<file path="src/rtl/letterbox_pkg.sv">
package letterbox_pkg;

  typedef struct packed {
    logic [7:0] r;
    logic [7:0] g;
    logic [7:0] b;
  } rgb888_t;

endpackage

</file>
<file path="src/rtl/lb_span_counter.sv">
module lb_span_counter #(
  parameter int TOTAL = 1664,
  parameter int W     = $clog2(TOTAL)
) (
  input  logic         clk,
  input  logic         rst_n,
  input  logic         step,
  output logic [W-1:0] count,
  output logic         at_end
);
  localparam logic [W-1:0] LAST = W'(TOTAL - 1);

  assign at_end = (count == LAST);

  always_ff @(posedge clk) begin
    if (!rst_n)    count <= '0;
    else if (step) count <= at_end ? '0 : count + 1'b1;
  end

  // the position never leaves the span
  assert_in_span_R1: assert property (@(posedge clk) disable iff (!rst_n)
    count <= LAST);
endmodule

</file>
<file path="src/rtl/lb_rgb_widen.sv">
module lb_rgb_widen
  import letterbox_pkg::*;
(
  input  logic [15:0] word565,
  output rgb888_t     wide
);
  logic [4:0] r5;
  logic [5:0] g6;
  logic [4:0] b5;

  assign r5 = word565[15:11];
  assign g6 = word565[10:5];
  assign b5 = word565[4:0];

  // each channel's top bits fill the low bits
  assign wide.r = {r5, r5[4:2]};
  assign wide.g = {g6, g6[5:4]};
  assign wide.b = {b5, b5[4:2]};
endmodule

</file>
<file path="src/rtl/letterbox_timing_gen.sv">
module letterbox_timing_gen
  import letterbox_pkg::*;
#(
  parameter int H_ACTIVE       = 1280,
  parameter int H_FRONT        = 64,
  parameter int H_SYNC         = 128,
  parameter int H_BACK         = 192,
  parameter int V_ACTIVE       = 768,
  parameter int V_FRONT        = 3,
  parameter int V_SYNC         = 7,
  parameter int V_BACK         = 20,
  parameter int IMG_TOP        = 24,
  parameter int IMG_LINES      = 720,
  parameter bit HS_ACTIVE_HIGH = 1'b0,
  parameter bit VS_ACTIVE_HIGH = 1'b1
) (
  input  logic        clk,
  input  logic        rst_n,
  output logic        pixel_req,
  input  logic [15:0] pix_data,
  output logic        video_de,
  output logic        hsync,
  output logic        vsync,
  output logic        frame_start,
  output logic [23:0] rgb888
);
  localparam int H_TOTAL = H_ACTIVE + H_FRONT + H_SYNC + H_BACK;
  localparam int V_TOTAL = V_ACTIVE + V_FRONT + V_SYNC + V_BACK;
  localparam int HW      = $clog2(H_TOTAL);
  localparam int VW      = $clog2(V_TOTAL);

  localparam logic [HW-1:0] H_ACT_L = HW'(H_ACTIVE);
  localparam logic [HW-1:0] HS_BEG  = HW'(H_ACTIVE + H_FRONT);
  localparam logic [HW-1:0] HS_END  = HW'(H_ACTIVE + H_FRONT + H_SYNC);
  localparam logic [VW-1:0] V_ACT_L = VW'(V_ACTIVE);
  localparam logic [VW-1:0] VS_BEG  = VW'(V_ACTIVE + V_FRONT);
  localparam logic [VW-1:0] VS_END  = VW'(V_ACTIVE + V_FRONT + V_SYNC);
  localparam logic [VW-1:0] IMG_BEG = VW'(IMG_TOP);
  localparam logic [VW-1:0] IMG_END = VW'(IMG_TOP + IMG_LINES);

  logic [HW-1:0] h_pos;
  logic [VW-1:0] v_pos;
  logic          h_wrap;
  logic          v_wrap;

  lb_span_counter #(.TOTAL(H_TOTAL), .W(HW)) u_hcnt (
    .clk(clk), .rst_n(rst_n), .step(1'b1), .count(h_pos), .at_end(h_wrap));

  lb_span_counter #(.TOTAL(V_TOTAL), .W(VW)) u_vcnt (
    .clk(clk), .rst_n(rst_n), .step(h_wrap), .count(v_pos), .at_end(v_wrap));

  // Decode of the current raster position
  logic h_vis, v_vis, img_row, hs_on, vs_on, first_px;
  assign h_vis    = (h_pos < H_ACT_L);
  assign v_vis    = (v_pos < V_ACT_L);
  assign img_row  = (v_pos >= IMG_BEG) && (v_pos < IMG_END);
  assign hs_on    = (h_pos >= HS_BEG) && (h_pos < HS_END);
  assign vs_on    = (v_pos >= VS_BEG) && (v_pos < VS_END);
  assign first_px = (h_pos == '0) && (v_pos == '0);

  // Fetch is issued one cycle ahead of the registered display stage
  assign pixel_req = h_vis && img_row;

  logic de_q, img_q, hs_q, vs_q, fs_q;
  always_ff @(posedge clk) begin
    if (!rst_n) begin
      de_q  <= 1'b0;
      img_q <= 1'b0;
      hs_q  <= 1'b0;
      vs_q  <= 1'b0;
      fs_q  <= 1'b0;
    end else begin
      de_q  <= h_vis && v_vis;
      img_q <= pixel_req;
      hs_q  <= hs_on;
      vs_q  <= vs_on;
      fs_q  <= first_px;
    end
  end

  rgb888_t wide;
  lb_rgb_widen u_widen (.word565(pix_data), .wide(wide));

  assign video_de    = de_q;
  assign frame_start = fs_q;
  assign hsync       = HS_ACTIVE_HIGH ? hs_q : ~hs_q;
  assign vsync       = VS_ACTIVE_HIGH ? vs_q : ~vs_q;
  assign rgb888      = img_q ? wide : 24'h0;

  // Assertions
  assert_req_then_de_R6: assert property (@(posedge clk) disable iff (!rst_n)
    pixel_req |=> video_de);
  assert_black_outside_de_R5: assert property (@(posedge clk) disable iff (!rst_n)
    !video_de |-> (rgb888 == 24'h0));
  assert_hs_idle_in_de_R3: assert property (@(posedge clk) disable iff (!rst_n)
    video_de |-> (hsync == !HS_ACTIVE_HIGH));
  assert_vs_idle_in_de_R4: assert property (@(posedge clk) disable iff (!rst_n)
    video_de |-> (vsync == !VS_ACTIVE_HIGH));
  assert_fs_in_de_R8: assert property (@(posedge clk) disable iff (!rst_n)
    frame_start |-> video_de);
  assert_fs_single_R8: assert property (@(posedge clk) disable iff (!rst_n)
    frame_start |=> !frame_start);
  assert_frame_wrap_R2: assert property (@(posedge clk) disable iff (!rst_n)
    (v_wrap && h_wrap) |=> (v_pos == '0));
endmodule

</file>
<file path="config.mk">
export PLATFORM = sky130hd
export DESIGN_NAME = letterbox_timing_gen
export DESIGN_NICKNAME = d
export VERILOG_FILES = /design/src/rtl/letterbox_pkg.sv /design/src/rtl/lb_span_counter.sv /design/src/rtl/lb_rgb_widen.sv /design/src/rtl/letterbox_timing_gen.sv
export SDC_FILE = /design/constraint.sdc
export NUM_CORES = 1
export LEC_CHECK = 0
export BUFFER_PORTS_ARGS = -buffer_cell sky130_fd_sc_hd__buf_2
export CAP_MARGIN = 10
export CORE_MARGIN = 2
export CORE_UTILIZATION = 30
export CTS_CLUSTER_DIAMETER = 40
export CTS_CLUSTER_SIZE = 25
export DETAILED_ROUTE_END_ITERATION = 8
export HOLD_SLACK_MARGIN = 0.15
export PLACE_DENSITY = 0.5
export SYNTH_ARGS = -nofsm -noshare
export SYNTH_HDL_FRONTEND = slang
export SYNTH_SLANG_ARGS = --single-unit
</file>
<file path="constraint.sdc">
create_clock -name clk -period 7 [get_ports clk]
set_clock_uncertainty 0.2 [all_clocks]
set_input_delay 0.7 -clock clk [delete_from_list [all_inputs] [get_ports clk]]
set_output_delay 0.7 -clock clk [all_outputs]
set_load 0.01 [all_outputs]
</file>
==> results of run 1 <==
through the flow:
stage | util (%) | hold slack (ns) | total power [mW] | area, um2 | cells
2_1_floorplan | - | 0.241 | 0.163 | 1480 | 187
3_3_place_gp | 35.3 | 0.260 | 0.170 | 1680 | 279
3_5_place_dp | 35.3 | 0.262 | 0.170 | 1680 | 279
4_1_cts | 36.2 | 0.283 | 0.255 | 1720 | 282
5_1_grt | 36.2 | 0.303 | 0.264 | 1720 | 282
6_report | 36.2 | 0.279 | 0.250 | 1720 | 282
routing by layer:
layer | global-route usage (%) | vias to the layer above
met1 | 16.0 | 622
met5 | 0 | -
met2 | 20.5 | 57
met3 | 3.66 | 4
met4 | 4.37 | 0
li1 | - | 688
worst register-to-register path, cell delays in order, from the launching register on:
cell,delay [ns]
sky130_fd_sc_hd__dfxtp_1,0.40
sky130_fd_sc_hd__ha_1,0.25
sky130_fd_sc_hd__nand4_1,0.28
sky130_fd_sc_hd__or4_4,0.63
sky130_fd_sc_hd__or4_1,0.48
sky130_fd_sc_hd__a21oi_1,0.14
cells in the final DEF (no fill, tap or decap), drive strengths merged, types with 3 or more instances in the layout:
cell type / netlist / final
buf: 12 / 46
dfxtp: 26 / 26
nor2: 22 / 22
and2: 18 / 18
nand3: 11 / 11
nand2: 11 / 11
nor4: 10 / 10
xnor2: 9 / 9
inv: 7 / 7
o21ai: 7 / 7
nor3: 5 / 5
ha: 5 / 5
nand4: 4 / 4
xor2: 4 / 4
or4: 4 / 4
a21oi: 3 / 3
clkbuf: 9 / 3
cell families after synthesis:
| group | share of synthesized area, % |
|---|---|
| xor gates and xnor gates | 7.68 |
| DFF | 35.1 |
| muxes | 0.675 |
| AOI/OAI and AO/OA | 7.93 |
| adders and majority gates | 4.22 |
| and+or+nand+nor | 34.3 |
| buffers and inverters | 10.0 |
path summary, 6_finish.rpt:
| path | to | start | depth (start not counted) |
|---|---|---|---|
| worst max-delay path | pixel_req | u_vcnt.count[3] | 4 |
| worst min-delay path | u_hcnt.count[0] | u_hcnt.count[0] | 1 |
| worst max register to register | u_vcnt.count[7] | u_hcnt.count[0] | 5 |
| worst min register to register | u_hcnt.count[0] | u_hcnt.count[0] | 1 |
where the power goes:
group | switching (mW) | internal, mW | leakage (nW)
registers | 0.00201 | 0.150 | 0.211
clock network | 0.0449 | 0.0385 | 0.0216
logic | 0.00763 | 0.00678 | 0.477
total | 0.0545 | 0.195 | 0.709
area by class of cell:
cell class | instances | area, um2 | area share, %
repair buffers | 46 | 230 | 13.4
flip-flops and latches | 26 | 520 | 30.3
inverters | 8 | 30.0 | 1.75
multi-input cells | 132 | 813 | 47.3
clock buffers | 3 | 41.3 | 2.40
well taps | 67 | 83.8 | 4.88
flip-flops by register name, indices dropped and copies added (netlist names):
| name | cells |
|---|---|
| video_de | 1 |
| img_q | 1 |
| vsync | 1 |
| frame_start | 1 |
| u_vcnt.count | 10 |
| u_hcnt.count | 11 |
| hs_q | 1 |
==> results list, run 1 <==
* Outcome: finished clean
- Post-Syn Area per Cell: 7.93 um2
- Top-area cell type share of the netlist area: a little over a third
- The via count of the first global-routing pass came to between 1000 and 1500.
* Maximum clock rate: about 0.40 GHz
- Overall global routing resource usage: between 10% and 20%
- For the worst setup path, the data arrival time is between 1.5 and 2 ns.
- The tree built by TritonCTS fans out to 26 sinks.
* Total Wirelength: roughly 3.3 mm
- Clock root buffer: sky130_fd_sc_hd__clkbuf_8
- Top routing layer in use: met4
* Post-synthesis instance total: between 150 and 200
- Summed over all failing endpoints, the final setup total negative slack is 0 ns.
* Ys async rst share: 0%
- The critical path is of the reg -> out type.
- The die is around 74 um tall.
- The die covers around 5500 um2.
- Final layout net count: 240
- IO Port Bufs: between 40 and 50
- Critical path, cell by cell: a2111oi_0 -> o32ai_1 -> and2_1 -> buf_2
* Final period util: between 30% and 40%
- Register-to-register path setup slack: 4.56 ns
- Post-Place Setup Slack: ~4.6 ns
* Final HPWL DP: 2.49 mm
* Worst-margin pin slew: around 0.68 ns
- The worst setup path is launched from a register.
- WP data required: around 6.1 ns
- After clock tree synthesis, the clock-pin slew on the worst setup and hold paths is roughly 0.080 ns.
* Number of enable-type register cells in the synthesized netlist: 0
* Global-route wire length before repair: around 5.3 mm
- Antenna violations before repair: 0
- The slowest stage of the critical path is the sky130_fd_sc_hd__a2111oi_0 cell.
* Flip-flop cell with the highest count after synthesis: sky130_fd_sc_hd__dfxtp_1
* Summed instance area of the synthesized netlist: between 1000 and 1500 um2
- # Max-Cap Violations: 0
- Worst rel slew slack: 54.2%
* Number of nets with antenna violations after detailed routing: 0
- Ranking of synthesized cells by instance count: sky130_fd_sc_hd__dfxtp_1, sky130_fd_sc_hd__nor2_1, sky130_fd_sc_hd__and2_1, sky130_fd_sc_hd__nand2_1, sky130_fd_sc_hd__nand3_1
- Post-CTS Hold Buffers: 0
* Total iterations of the first detailed-routing run: 4
* Setup-failing EPs final: 0
- Classification of the worst-slack hold path: reg -> reg
- In this run, CTS created clock tree buffers numbering 3.
* Filler instances: about 530
- GRT overflow: 0
- After synthesis, flip-flops and latches occupy 35.1% of the total area.
* Number of H-tree levels: 1
* Last weighted congestion value of the routability-driven placer: around 0.76
* Clk_lat worst skew: 0.27 ns
- Delay of the slowest cell on the worst path: approximately 0.44 ns
* Final worst slack: about 4.5 ns
- After the first detailed-routing iteration, the DRC count stood at between 100 and 150.
- Total length of routed met3 wires: ~270 um
- By area the synthesized netlist is led by sky130_fd_sc_hd__dfxtp_1, sky130_fd_sc_hd__and2_1, sky130_fd_sc_hd__nor2_1.
- For this design the ratio of total power to cell area is between 100 and 150 nW/um2.
* Worst vdd rail ir drop: about 0.14 mV
- Time the final worst path needs with I/O delays and setup: around 2.5 ns
- Static leakage power: about 0.7 nW
* Routed wire length per instance: about 12 um
- Clock tree from TritonCTS: built
- Die X: approximately 74 um
- On the critical path the largest part of the delay comes from compound AO/OA/AOI/OAI gates.
- Synth area leader: sky130_fd_sc_hd__dfxtp_1
- # diodes: 0
- The region available for standard cell placement spans ~4800 um2.
- Along the worst path, the maximum fanout reaches 8.
- Proportion of layout cells with a drive suffix above 1: approximately a quarter
* Total routed wire length on the met1 layer: ~1.5 mm
* Setup repair after global routing missed its margin: no
- In the post-synthesis netlist, the cell with the most instances is sky130_fd_sc_hd__dfxtp_1.
* Pin count of the biggest net entering global routing: 17
* Via count of the routed design: roughly 1400
- For this run, design rule violations remaining after detail routing come to 0.
- Site row count: 25
- Clock Tree Buf Depth: 2
- Unique cell type count in the Yosys netlist: 38
* Number of buffers and inverters on the critical path: 1
* Post-Synthesis Net Count: 210
- Post-CTS Setup Repair Bufs: 0
- Post-cts resize count: 0
- I/O pin cnt: 47
* Number of storage elements in the synthesis netlist: 26
- Summed over all nets, wire length on met2 after detailed routing comes to 1.41 mm.
- Vias/cell: 4.86
- Max-slew violations: 0
* Total count of hold-check failures in the final report: 0
- Yosys printed 0 warnings.
- Crit end category: output port
* Effective utilization at floorplan: a little over 30%
- Syn-to-layout area delta: 15.9%
(Power assumes the default switching activity.)
==> run 2, diff against run 1 <==
Settings changed: ABC_AREA set to 1, PLACE_DENSITY 0.5 to 0.49.
Clock period 7 ns to 2.6 ns, I/O delays scaled along.
==> run 2 against run 1 <==
Net effect: power grew to 3.2 times the previous value; die area grew 12%; routed wire length grew 14%; sequential share of layout area shrank 4.0 points; sequential power grew to 2.7 times the previous value; utilization grew 0.26 points; clock-buffer cell count is the same; global-route usage is essentially flat; non-clock buffer count grew 1.
==> results list, run 2 <==
* Global-route wire length before repair: 6.36 mm (+19%)
- The level count of the clock H-tree came to 1 (unchanged).
- The worst ir drop on vdd is 0.222 mV (+64%).
- The TritonCTS sink count was 26 (unchanged).
* Most common cell after layout, fill and taps aside: sky130_fd_sc_hd__nand2_1
- DRC Markers: 0 (unchanged)
* WP data required: 2.14 ns (-3.96 ns)
* Setup repair after global routing missed its margin: no
* Hold Slack: 0.276 ns (-0.00304 ns)
- The number of unique standard cell types used by synthesis is 27 (-29%).
* Number of enable-type register cells in the synthesized netlist: 0 (unchanged)
* Crit end category: output port
* Static leakage power: 1.05 nW (+48%)
- Synth area leader: sky130_fd_sc_hd__dfxtp_1
- GRT overflow: 0 (unchanged)
- The largest buffer count on any clock path is 2 (unchanged).
* Total iterations of the first detailed-routing run: 4 (unchanged)
- Setup-failing EPs final: 0 (unchanged)
- Number of nets with antenna violations after detailed routing: 0 (unchanged)
- The die height was 78.6 um (+5.8%).
- Number of cells traversed by the worst register-to-register path: 8 (+3)
- In this run the critical register-to-register path is launched from u_hcnt.count[0].
- P per Cell Area: 399 nW/um2 (+170%)
- The flow ran to the end, and the final reports show no timing, DRC or antenna violations.
- Vias/cell: 4.40 (-9.4%)
- Top Registers: u_hcnt.count (11), u_vcnt.count (10)
- The CTS buffer count came to 3 (unchanged).
* DRT iter0 DRCs: 60 (-55%)
- Top-area cell type share of the netlist area: 31.2% (-3.9 points)
* Proportion of layout cells with a drive suffix above 1: 23.9% (+0.65 points)
- Total number of yosys warnings: 0 (unchanged)
* Core box area: 5440 um2 (+14%)
- The number of I/O pins came to 47 (unchanged).
- The worst hold path terminates at u_hcnt.count[0].
- Number of storage elements in the synthesis netlist: 26 (unchanged)
* Routed wire length per instance: 10.1 um (-13%)
- Antenna violations before repair: 0 (unchanged)
- The cell count after synthesis was 258 (+38%).
- Die X: 78.6 um (+5.8%)
- The number of post-CTS setup repair buffers is 0 (unchanged).
* Final period util: 77.3%
- Post-Synthesis Net Count: 281 (+34%)
- Maximum clock rate: 0.498 GHz
- Reg with most FFs: u_hcnt.count
- Overall die area: 6180 um2 (+12%)
- The final total negative setup slack came to 0 ns (unchanged).
- The worst hold path begins at u_hcnt.count[0].
* Final HPWL DP: 2.98 mm (+20%)
- Most frequent cells in the layout: sky130_fd_sc_hd__nand2_1, sky130_fd_sc_hd__inv_1, sky130_fd_sc_hd__buf_2
* Max reg flops: 11 (unchanged)
* Classification of the worst-slack hold path: reg -> reg
- End of the worst register-to-register path: u_vcnt.count[9]
* Main area contributors after synthesis: sky130_fd_sc_hd__dfxtp_1, sky130_fd_sc_hd__nand2_1, sky130_fd_sc_hd__inv_1
- Counting instances in the post-synthesis netlist gives the leading cell types as sky130_fd_sc_hd__nand2_1, sky130_fd_sc_hd__inv_1, sky130_fd_sc_hd__nor2_1, sky130_fd_sc_hd__dfxtp_1, sky130_fd_sc_hd__nand3_1.
- Flip-flop cell with the highest count after synthesis: sky130_fd_sc_hd__dfxtp_1
* Register-to-register path setup slack: 0.84 ns (-3.72 ns)
* # Max-Cap Violations: 0 (unchanged)
* Pin count of the biggest net entering global routing: 17 (unchanged)
- Summed instance area of the synthesized netlist: 1670 um2 (+13%)
- Total Wirelength: 3.74 mm (+14%)
- The tree is rooted in a sky130_fd_sc_hd__clkbuf_8.
- Effective utilization at floorplan: 30.7% (-0.50 points)
* Number of stages on the worst hold path: 1 (unchanged)
- The share of the yosys chip area belonging to registers came to 31.2% (-3.9 points).
* # diodes: 0 (unchanged)
* Overall global routing resource usage: 12.6% (about the same)
* Cell with the most instances after synthesis: sky130_fd_sc_hd__nand2_1
* Critical path fanouts, max: 7 (-1)
* Number of global-route vias before repair: 1438 (+22%)
* Time the final worst path needs with I/O delays and setup: 2.01 ns
- The global placer's final weighted congestion was 0.754 (-1.1%).
- The worst setup path is launched from a register.
* Clk_lat worst skew: 0.27 ns (about the same)
- The vias after detailed routing is 1625 (+19%).
- The setup path with the least slack is of type reg -> out.
* Max-slew violations: 0 (unchanged)
* Ys async rst share: 0% (unchanged)
* Post-cts resize count: 0 (unchanged)
- IO Port Bufs: 46 (unchanged)
- Clock tree from TritonCTS: built
- Final layout net count: 321 (+34%)
- The number of endpoints with negative hold slack in the final report is 0 (unchanged).
* Syn-to-layout area delta: 18.7%
* Signal arrival time at the worst endpoint: 1.55 ns (-0.07 ns)
- The number of core rows was 27 (+8.0%).
* Post-Syn Area per Cell: 6.47 um2 (-18%)
- Clock transition at path regs: 0.10 ns (+0.02 ns)
- The worst max-slew margin expressed relative to the limit is 67.6% (+13 points).
* Worst-margin pin slew: 0.485 ns (-0.195 ns)
## run 2: cell types whose count changed in the layout (fill, tap and decap cells not counted), sizes merged, moves of 4 or more
cell,previous run,this run
a21oi,3,9
and2,18,0
inv,7,50
nand2,11,64
nand3,11,17
nand4,4,8
nor2,22,43
nor4,10,1
or4,4,0
xnor2,9,0
## run 2: worst max-delay path by stage
stage,depth (start not counted),startpoint,end,slack (ns)
global placement,8,u_hcnt.count[0],u_vcnt.count[1],0.86
CTS,4,u_vcnt.count[3],pixel_req,0.57
finish,4,u_vcnt.count[3],pixel_req,0.59
detailed placement,8,u_hcnt.count[0],u_vcnt.count[0],0.83
floorplan,7,u_hcnt.count[0],u_hcnt.count[3],1.06
global route,4,u_vcnt.count[3],pixel_req,0.50
## run 2: layout make-up
cell class | count | area, um2
Timing Repair Buffer | 47 | 240
Inverter | 51 | 193
Tap cell | 72 | 90.1
Clock buffer | 3 | 41.3
Multi-Input combinational cell | 169 | 866
Fill cell | 584 | 3460
Clock inverter | 1 | 30.0
Sequential cell | 26 | 520
## run 2: per-stage QoR
step / worst slack (ns) / power, mW / area [um2] / util, % / instances
2_1_floorplan: 1.06 / 0.439 / 1670 / - / 258
3_3_place_gp: 0.859 / 0.457 / 1900 / 34.9 / 364
3_5_place_dp: 0.827 / 0.457 / 1900 / 34.9 / 364
4_1_cts: 0.569 / 0.805 / 1980 / 36.4 / 369
5_1_grt: 0.504 / 0.831 / 1980 / 36.4 / 369
6_report: 0.591 / 0.790 / 1980 / 36.4 / 369
## run 2: worst max-delay path, cell delays in order (launching register included)
cell	delay (ns)
sky130_fd_sc_hd__dfxtp_1	0.51
sky130_fd_sc_hd__nand2_2	0.16
sky130_fd_sc_hd__a31o_2	0.27
sky130_fd_sc_hd__a21oi_1	0.18
sky130_fd_sc_hd__buf_2	0.16
## run 2: kinds of logic (layout without fill, tap and decap cells)
group,after synthesis,in the layout,synth area share [%]
buf+inv,63,102,16.9
simple gates,140,140,38.7
flops,26,26,31.2
xor+xnor,3,3,1.57
fa+ha+maj,5,5,3.75
compound gates,21,21,7.87
## run 2: where the power goes
part	switching, mW	total [mW]	internal (mW)	leakage, nW
combinational	0.0210	0.0406	0.0196	0.799
sequential	0.00400	0.408	0.404	0.211
clock	0.135	0.341	0.206	0.0357
total	0.160	0.790	0.630	1.05
## run 2: repair_timing
item / CTS / global route
hold endpoints to repair: 3 / 0
hold buffers: 1 / 0
setup endpoints to repair: 0 / 0
## run 2: per-layer routing
| layer | track usage (%) | routed length [um] |
|---|---|---|
| met3 | 2.30 | 262 |
| met5 | 0 | 0 |
| met2 | 20.8 | 1620 |
| met1 | 16.9 | 1830 |
| met4 | 3.16 | 27 |
